--- src/rtl/ptp_stamp_capture.sv ---
module ptp_stamp_capture #(
  parameter int CLK_W = 32,
  parameter int ID_W  = 48,
  parameter int SEQ_W = 16
) (
  input  logic             clk,
  input  logic             rst_n,
  input  logic             cfg_we,
  input  logic [7:0]       cfg_bits,
  input  logic [47:0]      cfg_aux_mac,
  input  logic [CLK_W-1:0] time_count,
  input  logic             rx_evt,
  input  logic [47:0]      rx_dst_mac,
  input  logic [3:0]       rx_msg_type,
  input  logic [SEQ_W-1:0] rx_seq_id,
  input  logic [ID_W-1:0]  rx_src_id,
  input  logic             rx_irq_clr,
  input  logic             tx_evt,
  input  logic [47:0]      tx_dst_mac,
  input  logic [3:0]       tx_msg_type,
  input  logic [SEQ_W-1:0] tx_seq_id,
  input  logic [ID_W-1:0]  tx_src_id,
  input  logic             tx_irq_clr,
  output logic [CLK_W-1:0] rx_stamp,
  output logic [ID_W-1:0]  rx_ident,
  output logic [SEQ_W-1:0] rx_seq,
  output logic             rx_irq,
  output logic [CLK_W-1:0] tx_stamp,
  output logic [ID_W-1:0]  tx_ident,
  output logic [SEQ_W-1:0] tx_seq,
  output logic             tx_irq
);
  localparam logic [7:0]  CFG_RESET = 8'b1100_0010;
  localparam logic [39:0] GROUP_PFX = 40'h01_00_5E_00_01;
  localparam logic [3:0]  MSG_SYNC  = 4'd0;
  localparam logic [3:0]  MSG_DREQ  = 4'd1;

  logic [7:0]  cfg_q;
  logic [47:0] aux_q;

  always_ff @(posedge clk) begin
    if (!rst_n) begin
      cfg_q <= CFG_RESET;
      aux_q <= '0;
    end else if (cfg_we) begin
      cfg_q <= cfg_bits;
      aux_q <= cfg_aux_mac;
    end
  end

  wire is_master = cfg_q[0];

  wire rx_fixed = (rx_dst_mac[47:8] == GROUP_PFX) &&
                  ((cfg_q[1] && rx_dst_mac[7:0] == 8'h81) ||
                   (cfg_q[2] && rx_dst_mac[7:0] == 8'h82) ||
                   (cfg_q[3] && rx_dst_mac[7:0] == 8'h83) ||
                   (cfg_q[4] && rx_dst_mac[7:0] == 8'h84));
  wire tx_fixed = (tx_dst_mac[47:8] == GROUP_PFX) &&
                  ((cfg_q[1] && tx_dst_mac[7:0] == 8'h81) ||
                   (cfg_q[2] && tx_dst_mac[7:0] == 8'h82) ||
                   (cfg_q[3] && tx_dst_mac[7:0] == 8'h83) ||
                   (cfg_q[4] && tx_dst_mac[7:0] == 8'h84));
  wire rx_addr_ok = rx_fixed || (cfg_q[5] && rx_dst_mac == aux_q);
  wire tx_addr_ok = tx_fixed || (cfg_q[5] && tx_dst_mac == aux_q);

  wire rx_kind_ok = rx_msg_type == (is_master ? MSG_DREQ : MSG_SYNC);
  wire tx_kind_ok = tx_msg_type == (is_master ? MSG_SYNC : MSG_DREQ);

  wire rx_take = rx_evt && rx_addr_ok && rx_kind_ok && !(cfg_q[6] && rx_irq);
  wire tx_take = tx_evt && tx_addr_ok && tx_kind_ok && !(cfg_q[7] && tx_irq);

  always_ff @(posedge clk) begin
    if (!rst_n) begin
      rx_stamp <= '0;
      rx_ident <= '0;
      rx_seq   <= '0;
      rx_irq   <= 1'b0;
    end else if (rx_take) begin
      rx_stamp <= time_count;
      rx_ident <= rx_src_id;
      rx_seq   <= rx_seq_id;
      rx_irq   <= 1'b1;
    end else if (rx_irq_clr) begin
      rx_irq   <= 1'b0;
    end
  end

  always_ff @(posedge clk) begin
    if (!rst_n) begin
      tx_stamp <= '0;
      tx_ident <= '0;
      tx_seq   <= '0;
      tx_irq   <= 1'b0;
    end else if (tx_take) begin
      tx_stamp <= time_count;
      tx_ident <= tx_src_id;
      tx_seq   <= tx_seq_id;
      tx_irq   <= 1'b1;
    end else if (tx_irq_clr) begin
      tx_irq   <= 1'b0;
    end
  end
endmodule

--- config.mk ---
export PLATFORM = sky130hd
export DESIGN_NAME = ptp_stamp_capture
export DESIGN_NICKNAME = d
export VERILOG_FILES = /design/src/rtl/ptp_stamp_capture.sv
export SDC_FILE = /design/constraint.sdc
export NUM_CORES = 1
export LEC_CHECK = 0
export ABC_AREA = 0
export BUFFER_PORTS_ARGS = -buffer_cell sky130_fd_sc_hd__clkbuf_2
export CORE_MARGIN = 8
export CORE_UTILIZATION = 25
export DETAILED_ROUTE_END_ITERATION = 8
export GPL_TIMING_DRIVEN = 0
export PLACE_DENSITY_LB_ADDON = 0.08
export RECOVER_POWER = 25
export SYNTH_ARGS = -nofsm -noshare
export SYNTH_HDL_FRONTEND = slang
export SYNTH_SLANG_ARGS = --single-unit
--- constraint.sdc ---
create_clock -name clk -period 3.18 [get_ports clk]
set_input_delay 0.318 -clock clk [delete_from_list [all_inputs] [get_ports clk]]
set_output_delay 0.318 -clock clk [all_outputs]
set_load 0.005 [all_outputs]
; Word level (Yosys, flattened, before mapping)
; Cells that the tools add are included.
[op_classes]
n_mux = 6
n_eq_ne = 14
reduce_logical = 32
[op_table]
columns = op, count
row1 = $eq A48 B48 Y1, 2
row2 = $eq A40 B33 Y1 const B, 2
row3 = $eq A8 B8 Y1 const B, 8
row4 = $logic_and A1 B1 Y1, 20
row5 = $eq A4 B1 Y1, 2
row6 = $logic_or A1 B1 Y1, 8
row7 = $mux W1, 6
row8 = $reduce_bool A2 Y1, 2
row9 = $logic_not A1 Y1, 2
[totals]
in_bits = 327
out_inout_bits = 194
word_cells = 62
ff_bits = 250

; Logic depth before layout (Yosys ltp)
; Gate-level depths: netlist of run 1.
[depth]
ltp_word = 11
depth_mapped = 9

; Worst setup path after synthesis of run 1
; Ideal clock, no wire load.
[synth_path]
kind = input port to flip-flop
from = input rx_msg_type[1]
to = register rx_stamp[10]
required_ns = 3.060
n_path_buf = 3
path_stages = 9
arrival_ns = 2.179
slack_ns = 0.882
setup_time_ns = 0.120
cell_sequence = or4b_1 -> a211oi_2 -> o21ai_1 -> or4_1 -> buf_2 -> buf_6 -> buf_6 -> nand3_1 -> a21boi_1
[synth_via]
elab_chain_cells = 3
[synth_rtl]
columns = item, line
row1 = from (decl), 14  ; input logic [3:0] rx_msg_type,
row2 = $eq A4 B1 Y1, 66  ; wire rx_kind_ok = rx_msg_type == (is_master ? MSG_DREQ : MSG_SYNC);
row3 = $logic_and A1 B1 Y1 (2 in a row), 69  ; wire rx_take = rx_evt && rx_addr_ok && rx_kind_ok && !(cfg_q[6] && rx_irq);
row4 = to (signal assigned), 79  ; rx_stamp <= time_count;
row5 = to (decl), 24  ; output logic [CLK_W-1:0] rx_stamp,
; No other way between the ends.
; A chain may end at the register's enable or synchronous reset.

; Worst setup path after layout of run 1
[layout_path]
from = register aux_q[35]
to = register rx_stamp[18]
[layout_via]
elab_chain_cells = 6
[layout_rtl]
columns = item, line
row1 = from (decl), 39  ; logic [47:0] aux_q;
row2 = from (signal assigned), 47  ; aux_q <= cfg_aux_mac;
row3 = $eq A48 B48 Y1, 63  ; wire rx_addr_ok = rx_fixed || (cfg_q[5] && rx_dst_mac == aux_q);
row4 = $logic_and A1 B1 Y1, 63
row5 = $logic_or A1 B1 Y1, 63
row6 = $logic_and A1 B1 Y1 (3 in a row), 69
; No other way between the ends.

==> results of run 1 <==
==> cell families after synthesis <==
kind of cell / after synthesis / synth area share
AND/OR/NAND/NOR: 437 / 0.189
AO/OA/AOI/OAI: 218 / 0.125
buffers and inverters: 109 / 0.0467
multiplexers: 152 / 0.135
flip-flops: 250 / 0.443
XOR/XNOR: 81 / 0.0627
==> per-layer routing <==
layer | global-route usage | vias up
met2 | 0.328 | 381
met4 | 0.0503 | 4
met5 | 0 | -
met1 | 0.246 | 5651
li1 | - | 5821
met3 | 0.0572 | 70
==> through the flow <==
| stage | utilization | hold slack (ns) | instances | worst slack [ns] | setup TNS [ns] |
|---|---|---|---|---|---|
| after floorplan | - | 0.442 | 1247 | 0.882 | 0 |
| after global placement | 0.326 | 0.444 | 2365 | -0.547 | -41.74 |
| after detailed placement | 0.326 | 0.452 | 2365 | -0.216 | -9.78 |
| after CTS | 0.393 | 0.000973 | 2615 | 0.0832 | 0 |
| after global routing | 0.391 | 0.0286 | 2618 | 0.113 | 0 |
| final | 0.391 | 0.0359 | 2618 | 0.298 | 0 |
==> worst reg2reg max path, delay by kind of cell (launching register included) <==
family / cells / cell delay [ns]
buf+inv: 3 / 0.90
simple gates: 3 / 0.83
flops: 1 / 0.39
xor+xnor: 1 / 0.38
compound gates: 2 / 0.32
==> power by group through the flow <==
stage | clock network [mW] | logic (mW) | registers [mW]
6_report | 3.68 | 0.874 | 3.23
5_1_grt | 3.92 | 0.942 | 3.24
4_1_cts | 3.80 | 0.877 | 3.23
3_5_place_dp | 0 | 0.668 | 3.30
3_3_place_gp | 0 | 0.668 | 3.30
2_1_floorplan | 0 | 0.305 | 3.28
==> sequential cells by signal (all words and copies together) (netlist names), 8 cells and up <==
register	flops
rx_ident	48
aux_q	48
tx_ident	48
tx_stamp	32
cfg_q	8
rx_seq	16
rx_stamp	32
tx_seq	16
==> timing repair <==
action | 4_1_cts | 5_1_grt
buffers inserted | 0 | 1
setup endpoints to repair | 0 | 40
hold endpoints to repair | 221 | 0
hold buffers | 195 | 0
==> path summary, 6_finish.rpt <==
check,endpoint,slack (ns),cells after the start
max,rx_stamp[18],0.30,9
min,aux_q[10],0.04,3
max reg2reg,rx_stamp[18],0.30,9
min reg2reg,tx_ident[25],0.46,2
==> cells in the final DEF (no fill, tap or decap), drive strengths merged, types with 33 or more instances in the layout <==
master	Yosys	layout
a21boi	97	97
buf	32	33
clkbuf	65	629
dfxtp	250	250
dlygate4sd3	0	195
mux2i	152	152
nand2	199	199
nand3	101	101
nor2b	66	66
o21ai	100	100
xnor2	54	54
==> layout make-up <==
type,count,area share
multi-input combinational,888,0.329
sequential,250,0.284
timing repair buffer,714,0.254
clock buffer,46,0.0529
tap,600,0.0426
buffer,97,0.0274
clock inverter,9,0.00775
inverter,12,0.00256
antenna,2,0.000284
==> metrics.md, run 1 <==
| Metric | Value |
|---|---|
| Pins Over Slew Limit | `0` |
| Async SR Flop Fraction | `0` |
| Area Growth Syn to Fin | `55.7%` |
| Largest cells by area after synthesis | `dfxtp_1 (44%), mux2i_1 (13%), nand2_1 (6.6%), nand3_1 (4.5%), o21ai_0 (4.3%)` |
| Worst skew pair latency | `0.57 ns` |
| Final setup fails | `0` |
| Crit. Startpoint | `aux_q[35]` |
| Final Hold Fails | `0` |
| Slew HR | `0.277` |
| Initial core utilization | `0.251` |
| Synth warn | `0` |
| Initial antenna violation count | `5` |
| Final Cycle Share | `0.906` |
| Hold Path Origin | `cfg_aux_mac[10]` |
| Yosys top cell area share | `0.443` |
| Seq/Total Area, Yosys | `0.443` |
| IR drop worst, VDD | `0.391 mV` |
| Std cell rows | `78` |
| DRT antenna net count | `0` |
| Fmax | `347 MHz` |
| Nets@finish | `2320` |
| Met3 WL | `3930 um` |
| Leakage | `8.00 nW` |
| Min cycle time layout | `2.88 ns` |
| Max Cap Viol | `0` |
| CTS sink cnt | `250` |
| FF+latch area | `5000 um2` |
| Mapped Avg Cell Area | `9.07 um2` |
| Total net switching power | `1.88 mW` |
| Prevailing post-synth register cell | `dfxtp_1` |
| Cell Area, Synth | `11300 um2` |
| Syn Inst Count | `1247` |
| Die height | `229 um` |
| Via count | `11900` |
| P_int | `5.90 mW` |
| Status | `finished clean` |
| Vias in the first global route | `12500` |
| Worst endpoint required time | `3.68 ns` |
| Part of the power in registers | `0.415` |
| Top sig layer | `met5` |
| Grt ovf | `0` |
| WL/cell | `20.7 um` |
| Core footprint | `45000 um2` |
| DRT iter0 DRCs | `562` |
| Clock power frac | `0.472` |
| TritonCTS Buffers | `30` |
| Slowest cell on the critical path | `dfxtp_1` |
| Detailed placement HPWL | `43200 um` |
| Seq cells post-synth | `250` |
| GP Congestion | `0.866` |
| CP Cell Sequence | `xnor2_1 > nand4_1 > nor4_1 > and4_1 > buf_2 > buf_4 > clkbuf_1 > o21ai_0 > a21boi_1` |
| First-pass GRT wire length | `80200 um` |
| Cell Pwr Density | `442 nW/um2` |
| Crit Path Category | `reg2reg` |
| WP data arrival | `3.39 ns` |
| Post-synth EDFFs | `0` |
| IO Count | `521` |
| I/O Buffers | `518` |
| Layout cell share with drive strength beyond 1 | `0.264` |
| CP endpoint kind | `register` |
| Switching Share | `0.242` |
| Worst-path fanout max | `10` |
| M1 WL | `23300 um` |
| Die area | `52300 um2` |
| Largest net degree at the start of global routing | `16` |
| Crit-path max cell delay | `0.39 ns` |
| CTS H-tree lvls | `1` |
| Cell with the most instances after synthesis | `dfxtp_1` |
| Synth area leader | `dfxtp_1` |
| Total wire length | `54300 um` |
| Reg2reg start | `aux_q[35]` |
| Worst Hold Class | `in2reg` |
| Footprint of the multi-input gates | `5780 um2` |
| First drt pass iteration count | `5` |
| Delay-heaviest family, CP | `buffers and inverters` |
| Synth cell types | `44` |
| Cell Area, Placed | `14700 um2` |
| CTS tree | `done` |
| Metal2 WL | `25700 um` |
| CP Buf/Inv Count | `3` |
| Drt drc | `0` |
| DIE WIDTH | `229 um` |
| Slew @ Worst Pin | `1.08 ns` |
| Root Buffer | `clkbuf_16` |
| Clock edge transition at the registers on the reported setup and hold paths | `0.06 ns` |
| Skew final | `0.00830 ns` |
| CP Launch Type | `register` |
| Logic pwr share | `0.112` |
| Syn nets | `1574` |
| RSZ-0062 raised after global routing | `no` |
| All-Layer GR Usage | `0.196` |
| Synth cell count leaders | `dfxtp_1 (250), nand2_1 (199), mux2i_1 (152), nand3_1 (101), o21ai_0 (98)` |
| # resized after CTS | `0` |
| Final Cell Area | `17600 um2` |
| Fillers | `4759` |
| Avg Vias per Cell | `4.56` |
| Clock Tree Buf Depth | `3` |
| PnR Total Power | `7.79 mW` |
Power figures use the tool's default switching activity.
==> run 2, diff against run 1 <==
--- a/config.mk
+++ b/config.mk
@@ -5,7 +5,7 @@
 export SDC_FILE = /design/constraint.sdc
 export NUM_CORES = 1
 export LEC_CHECK = 0
-export ABC_AREA = 0
+export ABC_AREA = 1
 export BUFFER_PORTS_ARGS = -buffer_cell sky130_fd_sc_hd__clkbuf_2
 export CORE_MARGIN = 8
 export CORE_UTILIZATION = 25
==> metrics.md, run 2 <==
| Metric | Value |
|---|---|
| Status | `finished clean` |
| RSZ-0062 raised after global routing | `no` |
| Core footprint | `49800 um2` |
| Synth area leader | `dfxtp_1` |
| Largest net degree at the start of global routing | `17` |
| Cell Area, Synth | `12500 um2` |
| Mapped Avg Cell Area | `6.44 um2` |
| Nets@finish | `2858` |
| # resized after CTS | `0` |
| R2R Path End | `rx_stamp[18]` |
| Via count | `14200` |
| TritonCTS Buffers | `31` |
| Die area | `57400 um2` |
| Worst skew pair latency | `0.60 ns` |
| Hold Buf Count CTS | `38` |
| IR drop worst, VDD | `0.410 mV` |
| DRT antenna net count | `0` |
| Yosys top cell area share | `0.400` |
| Grt ovf | `0` |
| DRT iter0 DRCs | `615` |
| GP Congestion | `0.844` |
| Std cell rows | `82` |
| Largest cells by area after synthesis | `dfxtp_1 (40%), nand2_1 (13%), a21oi_1 (9.5%), nor2_1 (9.2%), nand3_1 (8.2%)` |
| PnR Total Power | `7.84 mW` |
| WP data arrival | `3.08 ns` |
| Initial core utilization | `0.251` |
| I/O Buffers | `519` |
| CTS H-tree lvls | `1` |
| Crit Path Category | `reg2reg` |
| Worst hold stages | `3` |
| Seq cells post-synth | `250` |
| Syn Inst Count | `1941` |
| Total wire length | `57000 um` |
| Reg2reg setup slack | `0.59 ns` |
| Hold endpoint | `aux_q[23]` |
| Skew final | `0.0144 ns` |
| Worst-path fanout max | `10` |
| Post-synth EDFFs | `0` |
| Drt drc | `0` |
| Max Cap Viol | `0` |
| Clock Tree Buf Depth | `3` |
| CP endpoint kind | `register` |
| CTS tree | `done` |
| Cell Pwr Density | `453 nW/um2` |
| WL/cell | `17.6 um` |
| Initial antenna violation count | `8` |
| Async SR Flop Fraction | `0` |
| Crit. Startpoint | `cfg_q[0]` |
| Reg2reg start | `cfg_q[0]` |
| Syn nets | `2268` |
| Delay-heaviest family, CP | `buffers and inverters` |
| Biggest regs | `aux_q x48, rx_ident x48, tx_ident x48` |
| Vias in the first global route | `14200` |
| Setup bufs post-CTS | `0` |
| Seq/Total Area, Yosys | `0.400` |
| Worst Hold Class | `in2reg` |
| CP Launch Type | `register` |
| Area Growth Syn to Fin | `38.5%` |
| Cell with the most instances after synthesis | `nand2_1` |
| CP Buf/Inv Count | `3` |
| Min cycle time layout | `2.59 ns` |
| Setup TNS | `0 ns` |
| CTS sink cnt | `250` |
| First drt pass iteration count | `5` |
| Root Buffer | `clkbuf_16` |
| First-pass GRT wire length | `84000 um` |
| Detailed placement HPWL | `46200 um` |
| Fmax | `386 MHz` |
| Most frequent cells in the layout | `clkbuf_2 (437), nand2_1 (421), nor2_1 (306)` |
| Clock edge transition at the registers on the reported setup and hold paths | `0.06 ns` |
| Avg Vias per Cell | `4.38` |
| Die height | `240 um` |
| Final setup fails | `0` |
| Pins Over Slew Limit | `0` |
| Synth cell count leaders | `nand2_1 (421), nor2_1 (306), inv_1 (266), dfxtp_1 (250), a21oi_1 (236)` |
| Register-to-Register Path Depth | `8` |
| Hold Path Origin | `cfg_aux_mac[23]` |
| DIE WIDTH | `240 um` |
| Slew HR | `0.433` |
| Synth warn | `0` |
| Final Cycle Share | `0.815` |
| Worst endpoint required time | `3.67 ns` |
| Crit-path max cell delay | `0.68 ns` |
| Slowest cell on the critical path | `clkbuf_1` |
| CP Cell Sequence | `inv_1 > o21ai_0 > a211oi_1 > clkbuf_1 > buf_2 > nand3_1 > nand2_1 > nor2_1` |
| Prevailing post-synth register cell | `dfxtp_1` |
| Final Hold Fails | `0` |
| Layout cell share with drive strength beyond 1 | `0.223` |
| IO Count | `521` |
| Slew @ Worst Pin | `0.850 ns` |
| Most common cell after layout, fill and taps aside | `clkbuf_2` |
| All-Layer GR Usage | `0.188` |
| Synth cell types | `23` |
| Leakage | `8.65 nW` |
-- run 2: cell type report --
| cell class | count | area [um2] |
|---|---|---|
| Timing Repair Buffer | 557 | 2880 |
| Antenna cell | 3 | 7.51 |
| Fill cell | 5683 | 32400 |
| Multi-Input combinational cell | 1295 | 5710 |
| Buffer | 123 | 759 |
| Sequential cell | 250 | 5000 |
| Tap cell | 672 | 841 |
| Clock buffer | 48 | 950 |
| Clock inverter | 10 | 140 |
| Inverter | 273 | 1020 |
-- run 2: worst max path at each step --
stage	cells past startpoint	to	slack, ns
after global placement	9	rx_stamp[4]	0.24
after floorplan	8	tx_ident[14]	1.63
after CTS	8	rx_stamp[4]	0.46
after detailed placement	9	rx_stamp[4]	0.25
final	8	rx_stamp[18]	0.59
after global routing	8	tx_stamp[27]	0.31
-- run 2: cells by family (layout without fill, tap and decap cells) --
family / Yosys count / in the layout / share of synthesized area
compound gates: 306 / 306 / 0.123
xor+xnor: 24 / 24 / 0.0168
buf+inv: 396 / 1011 / 0.143
flops: 250 / 250 / 0.400
other cells: 0 / 3 / 0
simple gates: 965 / 965 / 0.317
-- run 2: stage by stage --
stage | worst slack (ns) | std cells | cell area [um2] | utilization | hold slack [ns]
after global routing | 0.309 | 3231 | 17300 | 0.348 | 0.0171
final | 0.588 | 3231 | 17300 | 0.348 | 0.0274
after CTS | 0.458 | 3228 | 17400 | 0.350 | 0.000364
after detailed placement | 0.246 | 3132 | 15900 | 0.320 | 0.457
after global placement | 0.243 | 3132 | 15900 | 0.320 | 0.444
after floorplan | 1.63 | 1941 | 12500 | - | 0.429
-- run 2: power by group --
part / switching, mW / internal [mW]
sequential: 0.0390 / 3.18
clock: 1.49 / 2.29
combinational: 0.488 / 0.352
total: 2.02 / 5.82
-- run 2: per-layer routing --
metal,track usage,share of wire
met5,0,0.00075
met2,0.325,0.48
met3,0.0414,0.062
met4,0.0505,0.025
met1,0.235,0.44
-- run 2: worst reg2reg max path: stages (launching register included) --
cell and delay [ns]:
dfxtp_1 0.33, inv_1 0.13, o21ai_0 0.10, a211oi_1 0.64
clkbuf_1 0.68, buf_2 0.35, nand3_1 0.14, nand2_1 0.09
nor2_1 0.04
